<file path="config.mk">
export PLATFORM = sky130hd
export DESIGN_NAME = rstctl_top
export DESIGN_NICKNAME = d
export VERILOG_FILES = /design/src/rtl/rstctl_pkg.sv /design/src/rtl/rstctl_sync.sv /design/src/rtl/rstctl_prio.sv /design/src/rtl/rstctl_stretch.sv /design/src/rtl/rstctl_div.sv /design/src/rtl/rstctl_top.sv
export SDC_FILE = /design/constraint.sdc
export NUM_CORES = 1
export LEC_CHECK = 0
export BUFFER_PORTS_ARGS = -buffer_cell sky130_fd_sc_hd__buf_2
export CORE_UTILIZATION = 48
export DETAILED_ROUTE_END_ITERATION = 8
export GPL_TIMING_DRIVEN = 0
export PLACE_DENSITY_LB_ADDON = 0.15
export SYNTH_ARGS = -nofsm -noshare
export SYNTH_HDL_FRONTEND = slang
export SYNTH_SLANG_ARGS = --single-unit
</file>
<file path="constraint.sdc">
create_clock -name clk -period 2.5 [get_ports clk]
set_input_delay 0.625 -clock clk [delete_from_list [all_inputs] [get_ports clk]]
set_output_delay 0.625 -clock clk [all_outputs]
set_load 0.03 [all_outputs]
</file>
<file path="src/rtl/rstctl_pkg.sv">
package rstctl_pkg;

   typedef enum logic [1:0] {
      PWR_ACTIVE  = 2'b00,
      PWR_SUSPEND = 2'b01,
      PWR_SLEEP   = 2'b10,
      PWR_SLEEP2  = 2'b11
   } pwr_e;

   // source indices, in falling priority
   localparam int NSRC      = 5;
   localparam int SRC_FLASH = 0;
   localparam int SRC_WDT   = 1;
   localparam int SRC_CMP   = 2;
   localparam int SRC_RTC   = 3;
   localparam int SRC_SW    = 4;

   // register bit positions
   localparam int BIT_EXT   = 0;
   localparam int BIT_WDT   = 3;
   localparam int BIT_SW    = 4;
   localparam int BIT_CMP   = 5;
   localparam int BIT_FLASH = 6;
   localparam int BIT_RTC   = 7;

   localparam int SRC_BIT [NSRC] = '{BIT_FLASH, BIT_WDT, BIT_CMP, BIT_RTC, BIT_SW};

endpackage

</file>
<file path="src/rtl/rstctl_sync.sv">
module rstctl_sync #(
   parameter int   STAGES  = 2,
   parameter logic RST_VAL = 1'b0
) (
   input  logic clk,
   input  logic rst_n,
   input  logic d,
   output logic q
);
   if (STAGES < 2) begin : g_bad
      $error("rstctl_sync: STAGES must be at least 2");
   end

   logic [STAGES-1:0] chain_q;

   always_ff @(posedge clk or negedge rst_n) begin
      if (!rst_n) chain_q <= {STAGES{RST_VAL}};
      else        chain_q <= {chain_q[STAGES-2:0], d};
   end

   assign q = chain_q[STAGES-1];
endmodule

</file>
<file path="src/rtl/rstctl_prio.sv">
module rstctl_prio #(
   parameter int N = 5
) (
   input  logic [N-1:0] req,
   output logic [N-1:0] grant
);
   if (N < 1) begin : g_bad
      $error("rstctl_prio: N must be positive");
   end

   logic [N:0] seen;
   assign seen[0] = 1'b0;

   for (genvar i = 0; i < N; i++) begin : g_lane
      assign grant[i]  = req[i] & ~seen[i];
      assign seen[i+1] = seen[i] | req[i];
   end
endmodule

</file>
<file path="src/rtl/rstctl_stretch.sv">
module rstctl_stretch #(
   parameter int CYCLES = 4
) (
   input  logic clk,
   input  logic rst_n,
   input  logic start,
   output logic active
);
   localparam int CW = $clog2(CYCLES + 1);

   if (CYCLES < 1) begin : g_bad
      $error("rstctl_stretch: CYCLES must be positive");
   end

   logic [CW-1:0] left_q;

   always_ff @(posedge clk or negedge rst_n) begin
      if (!rst_n)            left_q <= '0;
      else if (start)        left_q <= CW'(CYCLES);
      else if (left_q != '0) left_q <= left_q - 1'b1;
   end

   assign active = (left_q != '0);
endmodule

</file>
<file path="src/rtl/rstctl_div.sv">
module rstctl_div #(
   parameter int DIV = 12
) (
   input  logic clk,
   input  logic rst_n,
   input  logic run,
   output logic tick
);
   if (DIV < 1) begin : g_bad
      $error("rstctl_div: DIV must be positive");
   end

   if (DIV == 1) begin : g_pass
      assign tick = run;
   end else begin : g_count
      localparam int DW = $clog2(DIV);
      logic [DW-1:0] phase_q;
      logic          wrap;

      assign wrap = (phase_q == DW'(DIV - 1));

      always_ff @(posedge clk or negedge rst_n) begin
         if (!rst_n)    phase_q <= '0;
         else if (!run) phase_q <= '0;
         else if (wrap) phase_q <= '0;
         else           phase_q <= phase_q + 1'b1;
      end

      assign tick = run & wrap;
   end
endmodule

</file>
<file path="src/rtl/rstctl_top.sv">
module rstctl_top #(
   parameter int REG_W        = 8,
   parameter int PULSE_CYCLES = 4,
   parameter int SYNC_STAGES  = 2,
   parameter int WDT_DIV      = 12
) (
   input  logic             clk,
   input  logic             ext_rst_n,
   input  logic [1:0]       pwr_state,
   input  logic             cmp_above,
   input  logic             cmp_wake_en,
   input  logic             wdt_expire,
   input  logic             flash_fault,
   input  logic             rtc_event,
   input  logic             reg_wr,
   input  logic [REG_W-1:0] reg_wdata,
   input  logic             wdt_cfg_wr,
   input  logic             wdt_cfg_en,
   output logic [REG_W-1:0] cause_rd,
   output logic             sys_rst,
   output logic             wdt_run,
   output logic             wdt_tick
);
   import rstctl_pkg::*;

   localparam logic [REG_W-1:0] USED_WBITS =
      (REG_W'(1) << BIT_CMP) | (REG_W'(1) << BIT_RTC) | (REG_W'(1) << BIT_SW);

   if (REG_W <= BIT_RTC) begin : g_bad_w
      $error("rstctl_top: REG_W too narrow for the cause bits");
   end

   // comparator synchronizer, idles "above" (no reset)
   logic cmp_s;
   rstctl_sync #(.STAGES(SYNC_STAGES), .RST_VAL(1'b1)) u_sync (
      .clk   (clk),
      .rst_n (ext_rst_n),
      .d     (cmp_above),
      .q     (cmp_s)
   );

   logic low_pwr;
   assign low_pwr = (pwr_e'(pwr_state) != PWR_ACTIVE);

   logic cmp_arm_q, rtc_arm_q, wdt_en_q;
   logic pulse_busy;
   logic fire;

   // request vector, priority order
   logic [NSRC-1:0] req, req_ok, grant;

   assign req[SRC_FLASH] = flash_fault;
   assign req[SRC_WDT]   = wdt_expire & wdt_run;
   assign req[SRC_CMP]   = cmp_arm_q & ~cmp_s & (~low_pwr | cmp_wake_en);
   assign req[SRC_RTC]   = rtc_arm_q & rtc_event;
   assign req[SRC_SW]    = reg_wr & reg_wdata[BIT_SW];

   assign req_ok = req & {NSRC{~pulse_busy}};
   assign fire   = |req_ok;

   rstctl_prio #(.N(NSRC)) u_prio (
      .req   (req_ok),
      .grant (grant)
   );

   logic [REG_W-1:0] cause_next, cause_q;

   always_comb begin
      cause_next = '0;
      for (int s = 0; s < NSRC; s++) begin
         if (grant[s]) cause_next[SRC_BIT[s]] = 1'b1;
      end
   end

   always_ff @(posedge clk or negedge ext_rst_n) begin
      if (!ext_rst_n) cause_q <= REG_W'(1) << BIT_EXT;
      else if (fire)  cause_q <= cause_next;
   end

   always_ff @(posedge clk or negedge ext_rst_n) begin
      if (!ext_rst_n) begin
         cmp_arm_q <= 1'b0;
         rtc_arm_q <= 1'b0;
      end else if (reg_wr) begin
         cmp_arm_q <= reg_wdata[BIT_CMP];
         rtc_arm_q <= reg_wdata[BIT_RTC];
      end
   end

   always_ff @(posedge clk or negedge ext_rst_n) begin
      if (!ext_rst_n)      wdt_en_q <= 1'b1;
      else if (fire)       wdt_en_q <= 1'b1;
      else if (wdt_cfg_wr) wdt_en_q <= wdt_cfg_en;
   end

   rstctl_stretch #(.CYCLES(PULSE_CYCLES)) u_stretch (
      .clk    (clk),
      .rst_n  (ext_rst_n),
      .start  (fire),
      .active (pulse_busy)
   );

   assign sys_rst = pulse_busy | ~ext_rst_n;
   assign wdt_run = wdt_en_q & ~low_pwr & ~sys_rst;

   rstctl_div #(.DIV(WDT_DIV)) u_div (
      .clk   (clk),
      .rst_n (ext_rst_n),
      .run   (wdt_run),
      .tick  (wdt_tick)
   );

   assign cause_rd = cause_q;

   logic unused_wdata;
   assign unused_wdata = ^(reg_wdata & ~USED_WBITS);
endmodule

</file>
==> results of run 1 <==
## worst max-delay path: stages, from the launching register on
cell and delay (ps):
dfrtp_1 390, inv_2 90, ha_4 160, nand3b_4 70, or4b_4 530, inv_1 80
buf_4 150
## per-stage QoR
| stage | instance area, sq um | hold slack, ps | instances | util [%] | TNS (ps) |
|---|---|---|---|---|---|
| 2_1_floorplan | 917.1 | 329.4 | 82 | - | 0 |
| 3_3_place_gp | 1064 | 349.0 | 130 | 60.93 | -385.9 |
| 3_5_place_dp | 1064 | 351.4 | 130 | 60.93 | -412.1 |
| 4_1_cts | 1161 | 190.7 | 137 | 66.52 | 0 |
| 5_1_grt | 1157 | 188.7 | 137 | 66.31 | 0 |
| 6_report | 1157 | 188.5 | 137 | 66.31 | 0 |
## final timing paths
kind	from	end	cells after the start
setup reg to reg	u_stretch.left_q[1]	u_stretch.left_q[2]	6
hold reg to reg	u_sync.chain_q[0]	u_sync.chain_q[1]	0
setup / recovery	u_stretch.left_q[0]	wdt_run	6
max in group asynchronous	ext_rst_n	u_sync.chain_q[0]	1
min in group clk	u_sync.chain_q[0]	u_sync.chain_q[1]	0
hold / removal	ext_rst_n	cause_rd[7]	1
## routing by layer
layer	vias to the layer above	wire length, microns	track usage, %
met2	24	887	31.71
li1	352	-	-
met4	0	36	11.52
met1	346	800	24.56
met5	-	0	0
met3	6	60	5.952
## cells in the final DEF, fill, tap and decap left out, drive strengths merged, types with 2 or more instances in the layout
master and instances:
dfstp 4, conb 2, mux2 2, mux2i 2, a21oi 2, nand2 2, buf 29, and3 3
ha 3, inv 7, nor2 5, nand3 2, o21ai 3, nand3b 4, dfrtp 14, clkbuf 4
## logic make-up after synthesis
| group | Yosys count | synth area share (%) |
|---|---|---|
| flops | 18 | 50.00 |
| xor+xnor | 1 | 0.9617 |
| mux | 4 | 4.670 |
| fa+ha+maj | 3 | 4.121 |
| buf+inv | 10 | 5.082 |
| compound gates | 17 | 13.60 |
| other cells | 1 | 0.4117 |
| simple gates | 27 | 21.16 |
## final cells by class
type,count,area (sq um),share of cell area [%]
clock buffer,4,36.28,3.135
buffer,2,15.01,1.297
timing repair buffer,27,156.4,13.51
multi-input combinational,54,436.7,37.73
inverter,7,26.28,2.270
tap,25,31.28,2.703
sequential,18,455.4,39.35
## registers in the layout, indices dropped and copies added (netlist names)
register	flops
cause_rd	6
cmp_arm_q	1
rtc_arm_q	1
u_div.g_count.phase_q	4
u_stretch.left_q	3
u_sync.chain_q	2
wdt_en_q	1
## timing repair
item | 4_1_cts | 5_1_grt
resized for setup | 12 | 0
gates cloned | 0 | 0
setup endpoints to repair | 2 | 2
pin swaps | 3 | 2
setup buffers | 3 | 1
## power by group through the flow
stage	Combinational (uW)	Sequential (uW)	Clock, uW
final	458	409	180
after global routing	498	418	197
after CTS	446	409	184
after detailed placement	397	412	0
after global placement	387	411	0
after floorplan	242	461	0
==> impl_metrics.csv, run 1 <==
group,metric,value,unit
routing,dr.pass1.iters,5,
clock_tree,cts_root_buf,"clkbuf_4",
timing,period_needed,2392,ps
power,pwr-share-seq,39.0,%
critical_path,r2r_slack,820,ps
power,irDropWorstVdd,0.5547,mV
timing,setup_viol,0,
logic_synthesis,synth-seq-area-share,50.00,%
logic_synthesis,yosys.area.top_type,"dfrtp_1",
outcome,status,"completed",
logic_synthesis,yosys-top-cells-area,"dfrtp_1, dfstp_2, ha_1, inv_1, mux2_2",
clock_tree,cts_tree,"done",
placement,gp_congestion,0.7473,
grt,grt_pass1_wl,2863,microns
hold_path,min_path_type,"in2async",
clock_tree,hold_buffers,0,
logic_synthesis,yosysWarnings,0,
die,rows,15,
run,max_cap_violations,0,
power,power_frac_comb,43.8,%
power,switching_share,36.80,%
logic_synthesis,async_flop_share,100.0,%
logic_synthesis,synth_cell_type_count,41,
routing,drt_iter0_markers,13,
grt,grt_pass1_vias,657,
placement,place_ws,-229.0,ps
logic_synthesis,ys_ff_latch,18,
clock_tree,cts.sinks,18,
timing,slew_violations,0,
clock_tree,clk_latency,290,ps
die,coreArea,1745,sq um
logic_synthesis,synth_edf_count,0,
die,die_h,45.56,microns
critical_path,arrival,1770,ps
routing,drcViolationCount,0,
logic_synthesis,synth-main-ff-cell,"dfrtp_1",
logic_synthesis,synthCells,81,
clock_tree,clock_tree.buffer_depth,2,
clock_tree,htree_levels,1,
power,leakage,0.0005564,uW
clock_tree,clkSlewWorstSetupHoldPaths,110,ps
critical_path,endpoint_kind,"output pin",
critical_path,critical_path_class,"reg2out",
critical_path,crit_path_max_fanout,4,
critical_path,cp-start-kind,"flop",
clock_tree,numCtsBuffers,3,
grt,grt-ovfl-total,0,
logic_synthesis,synthTopCellsByCount,"dfrtp_1, inv_1, nor2_1",
routing,wirelength,1784,microns
power,clockPowerShare,17.2,%
timing,hold_viol_final,0,
power,power_density,904.3,nW/um^2
routing,via_per_inst,5.314,
timing,rsz0062_at_grt,"false",
timing,period_share,95.67,%
placement,dp_hpwl,1301,microns
timing,finClkSkew,7.289,ps
grt,grt_max_degree,20,
layout,drive_above_1_share,43.75,%
critical_path,crit_required,1880,ps
timing,setup_ws,108.3,ps
layout,synthToLayoutAreaGrowth,27.06,%
placement,portBuffers,23,
routing,ant_nets,0,
die,die_area,2076,sq um
power,switching_power,385.1,uW
die,die_w,45.56,microns
power,finalPower,1047,uW
routing,num_vias,728,
logic_synthesis,synth_area_per_cell,11.25,sq um
routing,routedWlPerCell,13.02,microns
power,p_int,661.5,uW
timing,fmax,418.1,MHz
die,io_pins,31,
die,start_util,52.19,%
grt,antenna_found_initial,0,
logic_synthesis,synth_area,910.9,sq um
layout,nNetsFinal,136,
logic_synthesis,synth.most_common_cell,"dfrtp_1",
layout,fillers,137,
layout,n_antenna_cell,0,
logic_synthesis,synth_top_area_share,38.46,%
grt,gr-usage-all-layers,20.22,%
(Power assumes the default switching activity.)
==> inputs of run 2 (changes only) <==
PLACE_DENSITY = 0.77   (was default)
PLACE_DENSITY_LB_ADDON = default   (was 0.15)
SETUP_SLACK_MARGIN = 0.1   (was default)
==> run 2 against run 1 <==
Clock power shrank 19%. Routed wire length is 3.5% higher. Die area did not move. Setup slack worse by 67 ps. Global-route usage shrank 1.2 points. Combinational power grew 5.9%. Core utilization rose by 1.8 points. Register-to-register slack worse by 130 ps. Highest routed layer unchanged. Final cell count grew 2.9%. Design area increased by 2.7%.
==> impl_metrics.csv, run 2 (synthesis results as in run 1) <==
group,metric,value,unit
placement,dp_hpwl,1370,microns
layout,fillers,147,
grt,antenna_found_initial,0,
routing,ant_nets,0,
power,switching_power,386.0,uW
power,finalPower,1043,uW
clock_tree,htree_levels,1,
timing,setup_viol,0,
critical_path,ff2ff_path_depth,8,
critical_path,critPathSlowestCell,"or4b_4",
critical_path,cp_common_cell,"buf_6",
clock_tree,cts_tree,"done",
routing,wirelength,1846,microns
timing,hold_viol_final,0,
power,clockPowerShare,14.0,%
placement,gp_congestion,0.7919,
critical_path,worst-path-stages,7,
die,coreArea,1745,sq um
critical_path,cp-start-kind,"flop",
grt,use_met2,35.43,%
critical_path,endpoint_kind,"output pin",
timing,rsz0062_at_grt,"true",
timing,finalSetupTns,0,ps
die,rows,15,
clock_tree,clk_latency,290,ps
timing,setup_ws,41.51,ps
timing,period_share,98.34,%
power,power_frac_comb,46.5,%
critical_path,arrival,1830,ps
timing,finClkSkew,2.296,ps
critical_path,critical_path_class,"reg2out",
clock_tree,clkSlewWorstSetupHoldPaths,100,ps
layout,n_antenna_cell,0,
grt,grt_max_degree,20,
timing,timing.hold.ws,151.1,ps
critical_path,path_cells,"inv_2 > ha_4 > nand3b_4 > or4b_4 > buf_6 > nor2_4 > buf_6",
critical_path,crit_path_max_fanout,3,
layout,seq_area,455.4,sq um
critical_path,r2r_slack,690,ps
layout,drive_above_1_share,44.83,%
critical_path,cp_slowest_stage_delay,490,ps
clock_tree,cts.sinks,18,
layout,final_cell_mix,"buf_2, dfrtp_1, buf_4",
critical_path,crit_family,"simple AND/OR/NAND/NOR gates",
routing,drt_iter0_markers,22,
timing,slew_violations,0,
layout,largest_register_ffs,6,
clock_tree,hold_buffers,0,
grt,grt_pass1_vias,693,
layout,synthToLayoutAreaGrowth,30.49,%
placement,dp.cells,130,
die,start_util,52.19,%
hold_path,min_path_type,"in2async",
power,power_density,877.4,nW/um^2
critical_path,crit_buf_inv,3,
clock_tree,cts_root_buf,"clkbuf_4",
die,die_h,45.56,microns
grt,use_met3,7.540,%
layout,layout_commonest_cell,"buf_2",
grt,grt-ovfl-total,0,
grt,grt_pass1_wl,2739,microns
critical_path,crit_required,1880,ps
routing,drcViolationCount,0,
run,max_cap_violations,0,
routing,routedWlPerCell,13.09,microns
grt,grt_util_met1,19.64,%
grt,grt-busiest-layer,"met2",
timing,period_needed,2458,ps
clock_tree,clock_tree.buffer_depth,2,
power,p_int,656.9,uW
timing,fmax,406.8,MHz
die,io_pins,31,
die,die_area,2076,sq um
power,irDropWorstVdd,0.6545,mV
power,switching_share,37.01,%
layout,nNetsFinal,140,
placement,place_ws,-256.6,ps
grt,gr-usage-all-layers,19.01,%
routing,via_per_inst,5.355,
outcome,status,"completed",
die,die_w,45.56,microns
routing,dr.pass1.iters,4,
placement,portBuffers,23,
clock_tree,numCtsBuffers,3,
layout,multiInputGateArea,436.7,sq um
routing,num_vias,755,
power,leakage,0.0005723,uW
power,pwr-share-seq,39.5,%
layout,final_cells,141,
[run 2: per-stage QoR]
stage / util, % / instance area (sq um)
detailed placement: 61.22 / 1069
global placement: 61.22 / 1069
CTS: 67.03 / 1170
global route: 68.10 / 1189
finish: 68.10 / 1189
floorplan: - / 922.1
[run 2: final timing paths]
path	from	end
min in group clk	u_sync.chain_q[0]	u_sync.chain_q[1]
worst max-delay path	u_stretch.left_q[0]	wdt_tick
worst max register to register	u_stretch.left_q[0]	u_div.g_count.phase_q[0]
worst min-delay path	ext_rst_n	cause_rd[3]
worst min register to register	u_sync.chain_q[0]	u_sync.chain_q[1]
max in group asynchronous	ext_rst_n	u_sync.chain_q[0]
[run 2: final cells by class]
| cell class | instances | share of cell area [%] |
|---|---|---|
| Buffer | 3 | 2.211 |
| Clock buffer | 4 | 2.211 |
| Timing Repair Buffer | 30 | 15.68 |
| Inverter | 7 | 2.211 |
| Tap cell | 25 | 2.632 |
| Sequential cell | 18 | 38.32 |
| Multi-Input combinational cell | 54 | 36.74 |
[run 2: what timing repair did]
action	CTS	global route
setup buffers	5	2
gates resized for setup	12	1
pin swaps	3	2
endpoints found under the setup margin	2	2
cloned	0	0
[run 2: power by group through the flow]
stage          Clock (uW)  Sequential, uW  Combinational (uW)
2_1_floorplan           0             461                 242
3_3_place_gp            0             410                 385
3_5_place_dp            0             415                 396
4_1_cts               151             412                 454
5_1_grt               161             419                 522
6_report              146             412                 485
[run 2: per-layer routing]
metal,share of wire [%],routed length [microns]
met3,4.3,80
met5,0,0
met2,54,997
met4,1.2,23
met1,40,744
[run 2: worst register-to-register path: stages, from the launching register on]
cell and delay, ps:
dfrtp_1 380, inv_2 100, ha_4 160, nand3b_4 80, or4b_4 490, buf_6 140
buf_4 130, buf_4 130, nor3b_2 140
==> inputs of run 3 (changes only) <==
CORE_UTILIZATION = 49   (was 48)
SYNTH_HIERARCHICAL = 1   (was default)
==> run 3 against run 2 <==
Combinational power fell by 18%. Core utilization fell by 2.4 points. Critical path depth did not move. Highest routed layer unchanged. Synthesized cell count rose by 1.2%. Global-route usage fell by 1.1 points. Synthesized area rose by 5.2%. Sequential cell count did not move.
==> impl_metrics.csv, run 3 <==
group,metric,value,unit
critical_path,crit_path_max_fanout,8,
clock_tree,cts.sinks,18,
layout,drive_above_1_share,50.00,%
grt,grt_pass1_wl,2635,microns
logic_synthesis,yosysWarnings,6,
power,clockPowerShare,18.5,%
routing,ant_nets,0,
clock_tree,cts_root_buf,"clkbuf_4",
layout,fillers,139,
critical_path,cp-start-kind,"flop",
critical_path,crit_required,1880,ps
die,die_area,2137,sq um
critical_path,path_cells,"inv_2 > ha_4 > nand2b_4 > nor2b_4 > and3_4 > and2_1 > buf_4",
critical_path,crit_buf_inv,2,
timing,rsz0062_at_grt,"false",
outcome,status,"completed",
layout,final_cell_mix,"buf_2, dfrtp_1, nor2_1",
routing,wirelength,1652,microns
grt,grt_util_met1,21.23,%
timing,hold_viol_final,0,
grt,use_met2,29.86,%
routing,drcViolationCount,0,
critical_path,critPathSlowestCell,"dfrtp_1",
power,power_density,825.2,nW/um^2
timing,finalSetupTns,0,ps
logic_synthesis,synth-seq-area-share,47.52,%
clock_tree,clock_tree.buffer_depth,2,
logic_synthesis,synth.most_common_cell,"dfrtp_1",
power,power_frac_comb,41.2,%
layout,synthToLayoutAreaGrowth,22.19,%
clock_tree,numCtsBuffers,3,
grt,gr-usage-all-layers,17.95,%
routing,drt_iter0_markers,4,
clock_tree,clkSlewWorstSetupHoldPaths,110,ps
power,p_int,637.3,uW
logic_synthesis,synthTopCellsByCount,"dfrtp_1, nor2_1, inv_1",
hold_path,min_path_type,"in2async",
placement,gp_congestion,0.7812,
timing,setup_viol,0,
power,switching_share,34.05,%
layout,layout_commonest_cell,"buf_2",
placement,dp_hpwl,1318,microns
logic_synthesis,synthCells,82,
logic_synthesis,synth_cell_type_count,33,
clock_tree,cts_setup_buffers,0,
logic_synthesis,yosys.area.top_type,"dfrtp_1",
logic_synthesis,yosys-top-cells-area,"dfrtp_1, dfstp_2, mux2_4, ha_1, nor3b_1",
die,die_h,46.23,microns
layout,n_antenna_cell,0,
logic_synthesis,synth_area,958.4,sq um
die,io_pins,31,
placement,portBuffers,23,
layout,largest_register_ffs,6,
timing,fmax,434.7,MHz
die,start_util,53.75,%
power,leakage,0.0006113,uW
clock_tree,clk_latency,290,ps
critical_path,endpoint_kind,"output pin",
timing,slew_violations,0,
power,pwr-share-seq,40.4,%
logic_synthesis,synth_edf_count,0,
grt,grt-busiest-layer,"met2",
routing,num_vias,682,
critical_path,critical_path_class,"reg2out",
grt,grt-ovfl-total,0,
critical_path,crit_family,"simple AND/OR/NAND/NOR gates",
timing,setup_ws,199.5,ps
logic_synthesis,ys_ff_latch,18,
critical_path,arrival,1680,ps
critical_path,cp_slowest_stage_delay,410,ps
routing,via_per_inst,5.052,
logic_synthesis,synth_top_area_share,36.55,%
clock_tree,htree_levels,1,
grt,use_met3,3.529,%
power,switching_power,329.1,uW
logic_synthesis,async_flop_share,100.0,%
run,max_cap_violations,0,
timing,finClkSkew,5.348,ps
routing,routedWlPerCell,12.24,microns
clock_tree,cts_tree,"done",
logic_synthesis,synth-main-ff-cell,"dfrtp_1",
timing,period_share,92.02,%
grt,grt_pass1_vias,631,
die,die_w,46.23,microns
timing,period_needed,2300,ps
power,irDropWorstVdd,0.6218,mV
die,coreArea,1783,sq um
placement,place_ws,24.49,ps
die,rows,15,
grt,grt_max_degree,20,
logic_synthesis,synth_area_per_cell,11.69,sq um
grt,antenna_found_initial,0,
layout,nNetsFinal,134,
routing,dr.pass1.iters,4,
## run 3: cell count changes in the layout (fill, tap and decap cells not counted), sizes merged, moves of 3 or more
cell    previous run  this run
nand2              2         5
nor3b              1         5
buf               33        26
nand3b             4         0
nor2b              1         4
o21ai              3         0
mux2               2         8
nor2               5         8
## run 3: worst paths after layout
| check | depth (start not counted) | slack, ps | endpoint | from |
|---|---|---|---|---|
| worst min-delay path | 1 | 210 | u_stretch/left_q[1] | ext_rst_n |
| max in group asynchronous | 1 | 2020 | wdt_en_q | ext_rst_n |
| min in group clk | 0 | 360 | u_sync/chain_q[1] | u_sync/chain_q[0] |
| worst max register to register | 10 | 510 | u_stretch/left_q[0] | u_stretch/left_q[0] |
| worst max-delay path | 7 | 200 | wdt_tick | u_stretch/left_q[0] |
| worst min register to register | 0 | 360 | u_sync/chain_q[1] | u_sync/chain_q[0] |
## run 3: stage by stage
| step | std cells | hold slack, ps | total power, uW | area, sq um | util, % |
|---|---|---|---|---|---|
| 2_1_floorplan | 83 | 329.4 | 679.1 | 962.2 | - |
| 3_3_place_gp | 131 | 347.3 | 745.6 | 1109 | 62.18 |
| 3_5_place_dp | 131 | 348.5 | 764.0 | 1109 | 62.18 |
| 4_1_cts | 135 | 251.2 | 955.4 | 1159 | 64.98 |
| 5_1_grt | 135 | 205.9 | 1038 | 1171 | 65.68 |
| 6_report | 135 | 212.5 | 966.4 | 1171 | 65.68 |
## run 3: kinds of logic after synthesis
kind of cell	after synthesis	synth area share (%)
compound gates	6	5.354
other cells	1	0.3913
flops	18	47.52
mux	10	13.45
simple gates	34	23.50
buf+inv	10	5.874
fa+ha+maj	3	3.917
## run 3: cell type report
class	count	area [sq um]	share of cell area, %
Buffer	4	33.78	2.885
Clock buffer	4	36.28	3.098
Inverter	6	22.52	1.923
Multi-Input combinational cell	55	471.7	40.28
Sequential cell	18	455.4	38.89
Tap cell	25	31.28	2.671
Timing Repair Buffer	23	120.1	10.26
## run 3: metal layers
metal	share of wire, %	wire length [microns]
met1	43	714
met2	52	866
met3	3.5	57
met4	0.79	13
met5	0	0
## run 3: power groups by stage
stage               clock, uW  combinational (uW)  sequential, uW
detailed placement          0                 372             392
CTS                       187                 381             388
finish                    178                 398             390
global route              200                 441             397
global placement            0                 357             388
floorplan                   0                 263             416
## run 3: timing repair
item	4_1_cts	5_1_grt
endpoints found under the setup margin	2	1
resized for setup	4	4
hold buffers	0	0
